`src/rtl/clkratio_pkg.sv`:
```
package clkratio_pkg;

  localparam int NUM_MODES = 6;
  localparam int CODE_W    = 3;
  localparam logic [CODE_W-1:0] CODE_NONE = 3'd7;

  // Nominal system clocks per sample period, indexed by mode code.
  function automatic int unsigned nominal_ratio(input int idx);
    case (idx)
      0:       return 128;
      1:       return 192;
      2:       return 256;
      3:       return 384;
      4:       return 512;
      5:       return 768;
      default: return 0;
    endcase
  endfunction

  // Low-rate operation excludes the two fastest ratios.
  function automatic logic mode_allowed(input int idx, input logic low_rate);
    return !(low_rate && (idx < 2));
  endfunction

endpackage

```
`src/rtl/clkratio_ws_timer.sv`:
```
module clkratio_ws_timer #(
  parameter int TIMEOUT = 1024,
  parameter int CNT_W   = $clog2(TIMEOUT + 1)
) (
  input  logic             clk,
  input  logic             rst,
  input  logic             ws_i,
  output logic             meas_vld_o,
  output logic [CNT_W-1:0] meas_len_o,
  output logic             tmo_o
);

  localparam logic [CNT_W-1:0] LIMIT     = CNT_W'(TIMEOUT);
  localparam logic [CNT_W-1:0] LIMIT_M1  = CNT_W'(TIMEOUT - 1);
  localparam logic [CNT_W-1:0] CNT_ONE   = CNT_W'(1);

  logic             ws_q;
  logic             armed_q;
  logic [CNT_W-1:0] cnt_q;
  logic             rise;

  assign rise = ws_i & ~ws_q;

  always_ff @(posedge clk) begin
    if (rst) begin
      ws_q       <= 1'b0;
      armed_q    <= 1'b0;
      cnt_q      <= '0;
      meas_vld_o <= 1'b0;
      meas_len_o <= '0;
      tmo_o      <= 1'b0;
    end else begin
      ws_q       <= ws_i;
      meas_vld_o <= rise & armed_q;
      tmo_o      <= ~rise & armed_q & (cnt_q == LIMIT_M1);
      if (rise) begin
        meas_len_o <= cnt_q;
        cnt_q      <= CNT_ONE;
        armed_q    <= 1'b1;
      end else begin
        if (cnt_q != LIMIT) begin
          cnt_q <= cnt_q + CNT_ONE;
        end
        if (cnt_q == LIMIT_M1) begin
          armed_q <= 1'b0;
        end
      end
    end
  end

endmodule

```
`src/rtl/clkratio_classify.sv`:
```
module clkratio_classify
  import clkratio_pkg::*;
#(
  parameter int CNT_W = 11,
  parameter int TOL   = 2
) (
  input  logic              [CNT_W-1:0] len_i,
  input  logic                          low_rate_i,
  output logic                          hit_o,
  output logic              [CODE_W-1:0] code_o
);

  logic [NUM_MODES-1:0] near;

  for (genvar g = 0; g < NUM_MODES; g++) begin : g_win
    localparam int unsigned NOM = nominal_ratio(g);
    localparam logic [CNT_W-1:0] LO = CNT_W'(NOM - TOL);
    localparam logic [CNT_W-1:0] HI = CNT_W'(NOM + TOL);
    logic in_band;
    assign in_band = (len_i >= LO) && (len_i <= HI);
    assign near[g] = in_band & mode_allowed(g, low_rate_i);
  end

  always_comb begin
    hit_o  = |near;
    code_o = CODE_NONE;
    for (int i = NUM_MODES - 1; i >= 0; i--) begin
      if (near[i]) code_o = CODE_W'(i);
    end
  end

endmodule

```
`src/rtl/clkratio_lock.sv`:
```
module clkratio_lock
  import clkratio_pkg::*;
#(
  parameter int LOCK_N   = 4,
  parameter int UNLOCK_N = 2
) (
  input  logic              clk,
  input  logic              rst,
  input  logic              meas_vld_i,
  input  logic              hit_i,
  input  logic [CODE_W-1:0] code_i,
  input  logic              tmo_i,
  output logic              locked_o,
  output logic [CODE_W-1:0] mode_o,
  output logic              err_o
);

  localparam int MW = $clog2(LOCK_N + 1);
  localparam int UW = $clog2(UNLOCK_N + 1);
  localparam logic [MW-1:0] MATCH_MAX = MW'(LOCK_N);
  localparam logic [UW-1:0] MISS_MAX  = UW'(UNLOCK_N);

  logic [CODE_W-1:0] cand_q;
  logic [MW-1:0]     match_q, match_nx;
  logic [UW-1:0]     miss_q, miss_nx;
  logic              same_cand;

  always_comb begin
    same_cand = (code_i == cand_q) && (match_q != '0);
    if (!same_cand)             match_nx = MW'(1);
    else if (match_q == MATCH_MAX) match_nx = match_q;
    else                        match_nx = match_q + MW'(1);

    if (code_i == mode_o)       miss_nx = '0;
    else if (miss_q == MISS_MAX) miss_nx = miss_q;
    else                        miss_nx = miss_q + UW'(1);
  end

  always_ff @(posedge clk) begin
    if (rst) begin
      cand_q   <= CODE_NONE;
      match_q  <= '0;
      miss_q   <= '0;
      locked_o <= 1'b0;
      mode_o   <= CODE_NONE;
      err_o    <= 1'b0;
    end else if (tmo_i) begin
      locked_o <= 1'b0;
      match_q  <= '0;
      miss_q   <= '0;
    end else if (meas_vld_i) begin
      if (!hit_i) begin
        err_o    <= 1'b1;
        locked_o <= 1'b0;
        match_q  <= '0;
        miss_q   <= '0;
      end else begin
        err_o   <= 1'b0;
        cand_q  <= code_i;
        match_q <= match_nx;
        if (locked_o) begin
          miss_q <= miss_nx;
          if (miss_nx >= MISS_MAX) begin
            locked_o <= 1'b0;
            miss_q   <= '0;
          end
        end else if (match_nx >= MATCH_MAX) begin
          locked_o <= 1'b1;
          mode_o   <= code_i;
          miss_q   <= '0;
        end
      end
    end
  end

endmodule

```
`src/rtl/clkratio_detect.sv`:
```
module clkratio_detect
  import clkratio_pkg::*;
#(
  parameter int TOL      = 2,
  parameter int LOCK_N   = 4,
  parameter int UNLOCK_N = 2,
  parameter int TIMEOUT  = 1024
) (
  input  logic              clk,
  input  logic              rst,
  input  logic              ws_i,
  input  logic              low_rate_i,
  output logic [CODE_W-1:0] mode_o,
  output logic              locked_o,
  output logic              ratio_err_o
);

  localparam int CNT_W = $clog2(TIMEOUT + 1);

  logic             meas_vld;
  logic [CNT_W-1:0] meas_len;
  logic             tmo;
  logic             hit;
  logic [CODE_W-1:0] code;

  clkratio_ws_timer #(
    .TIMEOUT (TIMEOUT),
    .CNT_W   (CNT_W)
  ) u_timer (
    .clk        (clk),
    .rst        (rst),
    .ws_i       (ws_i),
    .meas_vld_o (meas_vld),
    .meas_len_o (meas_len),
    .tmo_o      (tmo)
  );

  clkratio_classify #(
    .CNT_W (CNT_W),
    .TOL   (TOL)
  ) u_class (
    .len_i      (meas_len),
    .low_rate_i (low_rate_i),
    .hit_o      (hit),
    .code_o     (code)
  );

  clkratio_lock #(
    .LOCK_N   (LOCK_N),
    .UNLOCK_N (UNLOCK_N)
  ) u_lock (
    .clk        (clk),
    .rst        (rst),
    .meas_vld_i (meas_vld),
    .hit_i      (hit),
    .code_i     (code),
    .tmo_i      (tmo),
    .locked_o   (locked_o),
    .mode_o     (mode_o),
    .err_o      (ratio_err_o)
  );

endmodule

```
`config.mk`:
```
export PLATFORM = sky130hd
export DESIGN_NAME = clkratio_detect
export DESIGN_NICKNAME = d
export VERILOG_FILES = /design/src/rtl/clkratio_pkg.sv /design/src/rtl/clkratio_ws_timer.sv /design/src/rtl/clkratio_classify.sv /design/src/rtl/clkratio_lock.sv /design/src/rtl/clkratio_detect.sv
export SDC_FILE = /design/constraint.sdc
export NUM_CORES = 1
export LEC_CHECK = 0
export BUFFER_PORTS_ARGS = -buffer_cell sky130_fd_sc_hd__buf_2
export CAP_MARGIN = 20
export CORE_AREA = 2 2 74 76
export DETAILED_ROUTE_END_ITERATION = 12
export DIE_AREA = 0 0 76 78
export PLACE_DENSITY = 0.53
export SETUP_SLACK_MARGIN = 0.3
export SYNTH_ARGS = -nofsm -noshare
export SYNTH_HDL_FRONTEND = slang
export SYNTH_HIERARCHICAL = 1
export SYNTH_SLANG_ARGS = --single-unit
```
`constraint.sdc`:
```
create_clock -name clk -period 2.13 [get_ports clk]
set_input_delay 0.1065 -clock clk [delete_from_list [all_inputs] [get_ports clk]]
set_output_delay 0.1065 -clock clk [all_outputs]
set_load 0.01 [all_outputs]
```
# ---- Word-level counts from Yosys, hierarchy flattened
# Index checks and enable logic that the tools add are counted.
dict set report word_totals {
  input_bits 4
  word_cells 89
  ff_bits 39
  out_inout_bits 5
}
dict set report classes {
  eq_ne 7
  order_cmp 14
  reduce_logical 18
  muxes 24
  bitwise_logic 10
  addsub 3
}
# op count
set ops {}
lappend ops {{two-way mux 3 bit} 8}
lappend ops {{greater-or-equal comparator 11 x 8 -> 1 bit (second input constant)} 2}
lappend ops {{greater-or-equal comparator 11 x 9 -> 1 bit (second input constant)} 2}
lappend ops {{<= comparator 11 x 10 -> 1 bit (second input constant)} 2}
lappend ops {{<= comparator 11 x 8 -> 1 bit (second input constant)} 2}
lappend ops {{<= comparator 11 x 9 -> 1 bit (second input constant)} 2}
lappend ops {{two-way mux 2 bit} 7}
lappend ops {{adder 11 x 1 -> 11 bit (second input constant)} 1}
lappend ops {{== test 11 x 10 -> 1 bit (second input constant)} 1}
lappend ops {{greater-or-equal comparator 11 x 10 -> 1 bit (second input constant)} 1}
lappend ops {{greater-or-equal comparator 11 x 7 -> 1 bit (second input constant)} 1}
lappend ops {{inequality test 11 bit (second input constant)} 1}
lappend ops {{two-way mux 1 bit} 9}
lappend ops {{logical AND 1 bit} 7}
lappend ops {{bitwise AND 1 bit} 6}
lappend ops {{== test 3 bit} 2}
lappend ops {{OR reduction 6 bit} 1}
lappend ops {{AND reduction 5 bit} 1}
lappend ops {{inverter 1 bit} 4}
lappend ops {{AND reduction 2 bit} 2}
lappend ops {{nonzero test 2 bit} 2}
lappend ops {{OR reduction 2 bit} 2}
lappend ops {{adder 3 x 1 -> 3 bit (second input constant)} 1}
lappend ops {{== test 3 bit (second input constant)} 1}
lappend ops {{8 further kinds} 8}

# ---- Longest topological paths before layout
dict set report depth {
  word_depth 15
  depth_mapped 9
  ltp_nobuf 8
}

# ---- Cells and area by module
# Netlist, hierarchy kept.
# mod instances cells_per_inst area_per_inst_um2 seq_area_each_um2
set by_module_without_submodules {}
lappend by_module_without_submodules {clkratio_ws_timer 1 130 1109.8 520.5}
lappend by_module_without_submodules {clkratio_lock 1 79 703.2 260.2}
lappend by_module_without_submodules {clkratio_classify 1 32 202.7 0.0}

# ---- Worst setup path before layout
# OpenSTA, ideal clock, no wires.
dict set report synth_timing {
  path_type {reg2reg}
  startpoint {register u_timer.meas_len_o[3]}
  endpoint {register u_lock.mode_o[1]}
  slack_ps -220
  setup_ps 72
  stages_incl_launch_ff 10
  path_buffers 1
  required_time_ps 2058
  period_less_slack_ps 2350
  arrival_ps 2278
  path_cell_list {dfxtp_1 -> or4_4 -> nor4_1 -> o21ai_0 -> and3_1 -> xor2_1 -> nor3_2 -> and4b_1 -> buf_4 -> mux2i_1}
}
dict set report synth_between {
  word_cells_on_any_way 32
  cone_classes {order compare (13); eq/ne (1); mux (7); bitwise (2); reduce/logical (9)}
}
# item line_no
set synth_lines {}
lappend synth_lines {{start, declared} clkratio_ws_timer.sv:9} ;# output logic [CNT_W-1:0] meas_len_o,
lappend synth_lines {{start signal, assigned} clkratio_ws_timer.sv:37} ;# meas_len_o <= cnt_q;
lappend synth_lines {{greater-or-equal comparator 11 x 9 -> 1 bit or <= comparator 11 x 10 -> 1 bit (tied branches)} clkratio_classify.sv:20} ;# assign in_band = (len_i >= LO) && (len_i <= HI);
lappend synth_lines {{logical AND 1 bit} clkratio_classify.sv:20}
lappend synth_lines {{two-way mux 3 bit (4 in series)} clkratio_classify.sv:28} ;# if (near[i]) code_o = CODE_W'(i);
lappend synth_lines {{two-way mux 3 bit *} clkratio_classify.sv:28}
lappend synth_lines {{net code[0]} clkratio_detect.sv:24} ;# logic [CODE_W-1:0] code;
lappend synth_lines {{== test 3 bit *} clkratio_lock.sv:29} ;# same_cand = (code_i == cand_q) && (match_q != '0);
lappend synth_lines {{logical AND 1 bit *} clkratio_lock.sv:29}
lappend synth_lines {{two-way mux 3 bit *} clkratio_lock.sv:30} ;# if (!same_cand) match_nx = MW'(1);
lappend synth_lines {{greater-or-equal comparator 3 bit *} clkratio_lock.sv:67} ;# end else if (match_nx >= MATCH_MAX) begin
lappend synth_lines {{AND reduction 5 bit (no line) *} n/a}
lappend synth_lines {{end signal, assigned} clkratio_lock.sv:69} ;# mode_o <= code_i;
lappend synth_lines {{end, declared} clkratio_lock.sv:14} ;# output logic [CODE_W-1:0] mode_o,
# The timed path passes the listed nets; every way through them passes the cells marked *.
# A chain may end at the register's enable or synchronous reset.

# ---- Worst setup path after layout
dict set report layout_timing {
  startpoint {register u_timer.meas_len_o[2]}
  endpoint {register u_lock.miss_q[0]}
}
dict set report layout_between {
  elab_chain_cells 14
  word_cells_on_any_way 39
  cone_classes {order compare (14); eq/ne (3); mux (11); bitwise (2); reduce/logical (9)}
}
# item line_no
set layout_rtl {}
lappend layout_rtl {{greater-or-equal comparator 11 x 10 -> 1 bit or <= comparator 11 x 10 -> 1 bit (tied branches)} clkratio_classify.sv:20}
lappend layout_rtl {{logical AND 1 bit} clkratio_classify.sv:20}
lappend layout_rtl {{two-way mux 2 bit} clkratio_classify.sv:28}
lappend layout_rtl {{two-way mux 3 bit (4 in series)} clkratio_classify.sv:28}
lappend layout_rtl {{two-way mux 3 bit *} clkratio_classify.sv:28}
lappend layout_rtl {{net code[1]} clkratio_detect.sv:24}
lappend layout_rtl {{== test 3 bit, on equally long branches} {clkratio_lock.sv:29, clkratio_lock.sv:34}}
lappend layout_rtl {{logical AND 1 bit or two-way mux 2 bit (tied branches)} {clkratio_lock.sv:29, clkratio_lock.sv:34}}
lappend layout_rtl {{two-way mux 3 bit or greater-or-equal comparator 2 bit (tied branches)} {clkratio_lock.sv:30, clkratio_lock.sv:63}}
lappend layout_rtl {{greater-or-equal comparator 3 bit or two-way mux 2 bit (tied branches)} {clkratio_lock.sv:67, clkratio_lock.sv:63}}
lappend layout_rtl {{inequality test 3 bit (no line) or two-way mux 2 bit (tied branches)} n/a}
lappend layout_rtl {{AND reduction 2 bit (no line) or two-way mux 2 bit (tied branches)} n/a}
lappend layout_rtl {{end signal, assigned} clkratio_lock.sv:62} ;# miss_q <= miss_nx;
lappend layout_rtl {{end, declared} clkratio_lock.sv:25} ;# logic [UW-1:0] miss_q, miss_nx;
# Marked as above.

==> flow_summary.yaml <==
run_status:
  status: "complete, but fails checks"
  violations: "negative setup slack"
routing:
  via_count: 1830
  first_iter_violations: 71
  antenna_left: 0
  drcViolationCount: 0
  wl_um: 4780
  dr.pass1.iters: 4
  vias_per_cell: 5.32
  wl_per_cell_um: 13.9
pwr:
  vdd_drop_max_v: 0.000431
  power_density_nw_per_um2: 607
  p_leak_nw: 0.866
critical_path:
  path_class: "flip-flop to flip-flop"
  crit_path_top_delay_cell: "or4_4"
  startpoint: "u_timer/meas_len_o[2]$_SDFFE_PP0P_"
  r2r_start: "u_timer/meas_len_o[2]$_SDFFE_PP0P_"
  timing.rr.end: "u_lock/miss_q[0]$_SDFFE_PP0P_"
  crit_cells: 8
  crit_end: "u_lock/miss_q[0]$_SDFFE_PP0P_"
  cpLargestDelayFamily: "simple AND/OR/NAND/NOR gates"
  reg2reg_depth: 8
  crit_fanout: 4
  required_ns: 2.31
  critPathMaxStageDelay_ns: 0.60
  arrival_ns: 2.59
  worstPathCellList: "or4_4, buf_4, nor4_4, a311oi_4, xor2_1, or3_1, a32oi_1, o22ai_1"
  end_kind: "flip-flop"
  crit_path_start_kind: "flip-flop"
  r2r_slack_ns: -0.28
  crit_buf_inv: 1
final_layout:
  final_common_cell: "dfxtp_1"
  design_area_um2: 2550
  ff_latch_area_um2: 782
  nets: 282
  final_util: 0.506
  fillers: 500
  n_antenna_cell: 0
  multi_input_area_um2: 1260
  syn_to_final_growth_pct: 26.7
  mostFrequentLayoutCells: "dfxtp_1 (38), nand2_1 (32), buf_4 (25)"
  drive_gt1_frac: 0.248
floorplan:
  design.die.area_um2: 5930
  start_util: 0.400
  io-pin-count: 9
  fp-row-count: 26
  die_y_um: 78
  die_w_um: 76
  fp.coreArea_um2: 5040
sta:
  rsz0062_at_grt: "yes"
  hold_viol_final: 0
  period_share: 1.13
  worstMarginPinSlew_ns: 0.691
  clock_skew_ns: 0.00268
  timing.final.ws_setup_ns: -0.283
  setup_viol: 12
  period_needed_ns: 2.41
  tns_ns: -2.13
  fmax_ghz: 0.414
  relSlewSlack: 0.539
  final_max_slew_viol_count: 0
cts:
  htreeDepth: 2
  cts_tree: "yes"
  clock_latency_ns: 0.29
  clk_path_buf_depth: 2
  clkTransAtPathRegs_ns: 0.08
  cts_made_buffers: 5
  hold_buffers: 0
  clkSinkCount: 39
  cts-root-buf: "clkbuf_8"
global_routing:
  grt_pass1_vias: 1742
  grt_overflow: 0
  grt_pass1_wl_um: 7960
  grt_max_degree: 29
  grt_use_total: 0.165
  antenna_found_initial: 0
placed_design:
  dpl_cell_area_um2: 2250
  port_buffers: 8
  dpl.hpwl_um: 3120
  gp_congestion: 0.764
flow_run:
  maxCapViolations: 0
synthesis:
  yosysSeqAreaShare: 0.387
  syn_nets: 250
  ys.flop_type: "dfxtp_1"
  synth_cells: 241
  yosysTopAreaCell: "dfxtp_1"
  netlist_area_um2: 2020
  netlist.area_leader.share: 0.387
  synth_edf_count: 0
  synth-seq-cells: 39
  syn_avg_cell_area_um2: 8.36
  synthTopCellsByArea: "dfxtp_1 (39%), nand2_1 (6.3%), a21oi_1 (5.0%), ha_1 (3.1%), xor2_1 (3.0%)"
  ys_types: 58
  async_flop_share: 0
  ys_warn_count: 6
worst_hold_path:
  hp-class: "primary input to flip-flop"
[worst min-delay path by stage]
stage                                               end  slack (ns)  start  depth (start not counted)
detailed placement              u_timer/ws_q$_SDFF_PP0_        0.40   ws_i                          2
global placement                u_timer/ws_q$_SDFF_PP0_        0.40   ws_i                          2
finish                          u_timer/ws_q$_SDFF_PP0_         0.1   ws_i                          2
floorplan           u_timer/meas_len_o[10]$_SDFFE_PP0P_        0.18    rst                          1
CTS                             u_timer/ws_q$_SDFF_PP0_        0.09   ws_i                          2
global route                    u_timer/ws_q$_SDFF_PP0_         0.1   ws_i                          2
[flip-flops by register name (all words and copies together), names as in the netlist]
signal,flops
u_timer/cnt_q,11
u_timer/meas_len_o,11
u_lock/cand_q,3
u_lock/match_q,3
u_lock/mode_o,3
u_lock/miss_q,2
u_lock/err_o,1
u_lock/locked_o,1
u_timer/armed_q,1
u_timer/meas_vld_o,1
u_timer/tmo_o,1
u_timer/ws_q,1
[where the power goes]
part | total (mW) | switching, mW | internal, mW
registers | 0.749 | 0.0108 | 0.738
logic | 0.0668 | 0.0439 | 0.0229
clock network | 0.734 | 0.265 | 0.468
[cell families (layout without fill, tap and decap cells)]
family	Yosys count	in the layout	share of synthesized area
and+or+nand+nor	109	109	0.305
AOI/OAI and AO/OA	51	51	0.163
DFF	39	39	0.387
buffers and inverters	23	56	0.0497
xor gates and xnor gates	10	10	0.0435
adders and majority gates	5	5	0.0310
muxes	4	4	0.0199
[metrics by stage]
stage / hold slack, ns / setup slack [ns] / power, mW / std cells
floorplan: 0.176 / -0.148 / 0.811 / 241
global placement: 0.401 / -0.221 / 0.830 / 328
detailed placement: 0.404 / -0.246 / 0.830 / 328
CTS: 0.0937 / -0.207 / 1.56 / 339
global route: 0.0965 / -0.411 / 1.61 / 344
finish: 0.0995 / -0.283 / 1.55 / 344
[what timing repair did]
| action | 4_1_cts | 5_1_grt |
|---|---|---|
| pin swaps | 4 | 14 |
| resized for setup | 9 | 13 |
| setup buffers | 3 | 5 |
| endpoints found under the setup margin | 13 | 13 |
[cells in the mapped netlist, types with 5 or more instances]
library cell / n
nor4_1: 6
or3_1: 5
inv_1: 14
nor2b_1: 6
nor2_1: 13
xor2_1: 7
dfxtp_1: 39
o21ai_0: 7
a21oi_1: 20
nand2_1: 34
nor3_1: 5
nand3_1: 6
ha_1: 5
[layout make-up]
class / count / share of cell area
clock buffer: 6 / 0.0284
clock inverter: 2 / 0.0235
inverter: 14 / 0.0206
multi-input combinational: 179 / 0.493
sequential: 39 / 0.306
tap: 70 / 0.0343
timing repair buffer: 34 / 0.0936
[per-layer routing]
layer	routed length, um	track usage	vias up
met1	2090	0.190	871
met2	2500	0.302	21
met4	73	0.0600	0
li1	-	-	929
met5	0	0	-
met3	113	0.0337	9
Note: power is estimated with default switching activity, not from simulation.
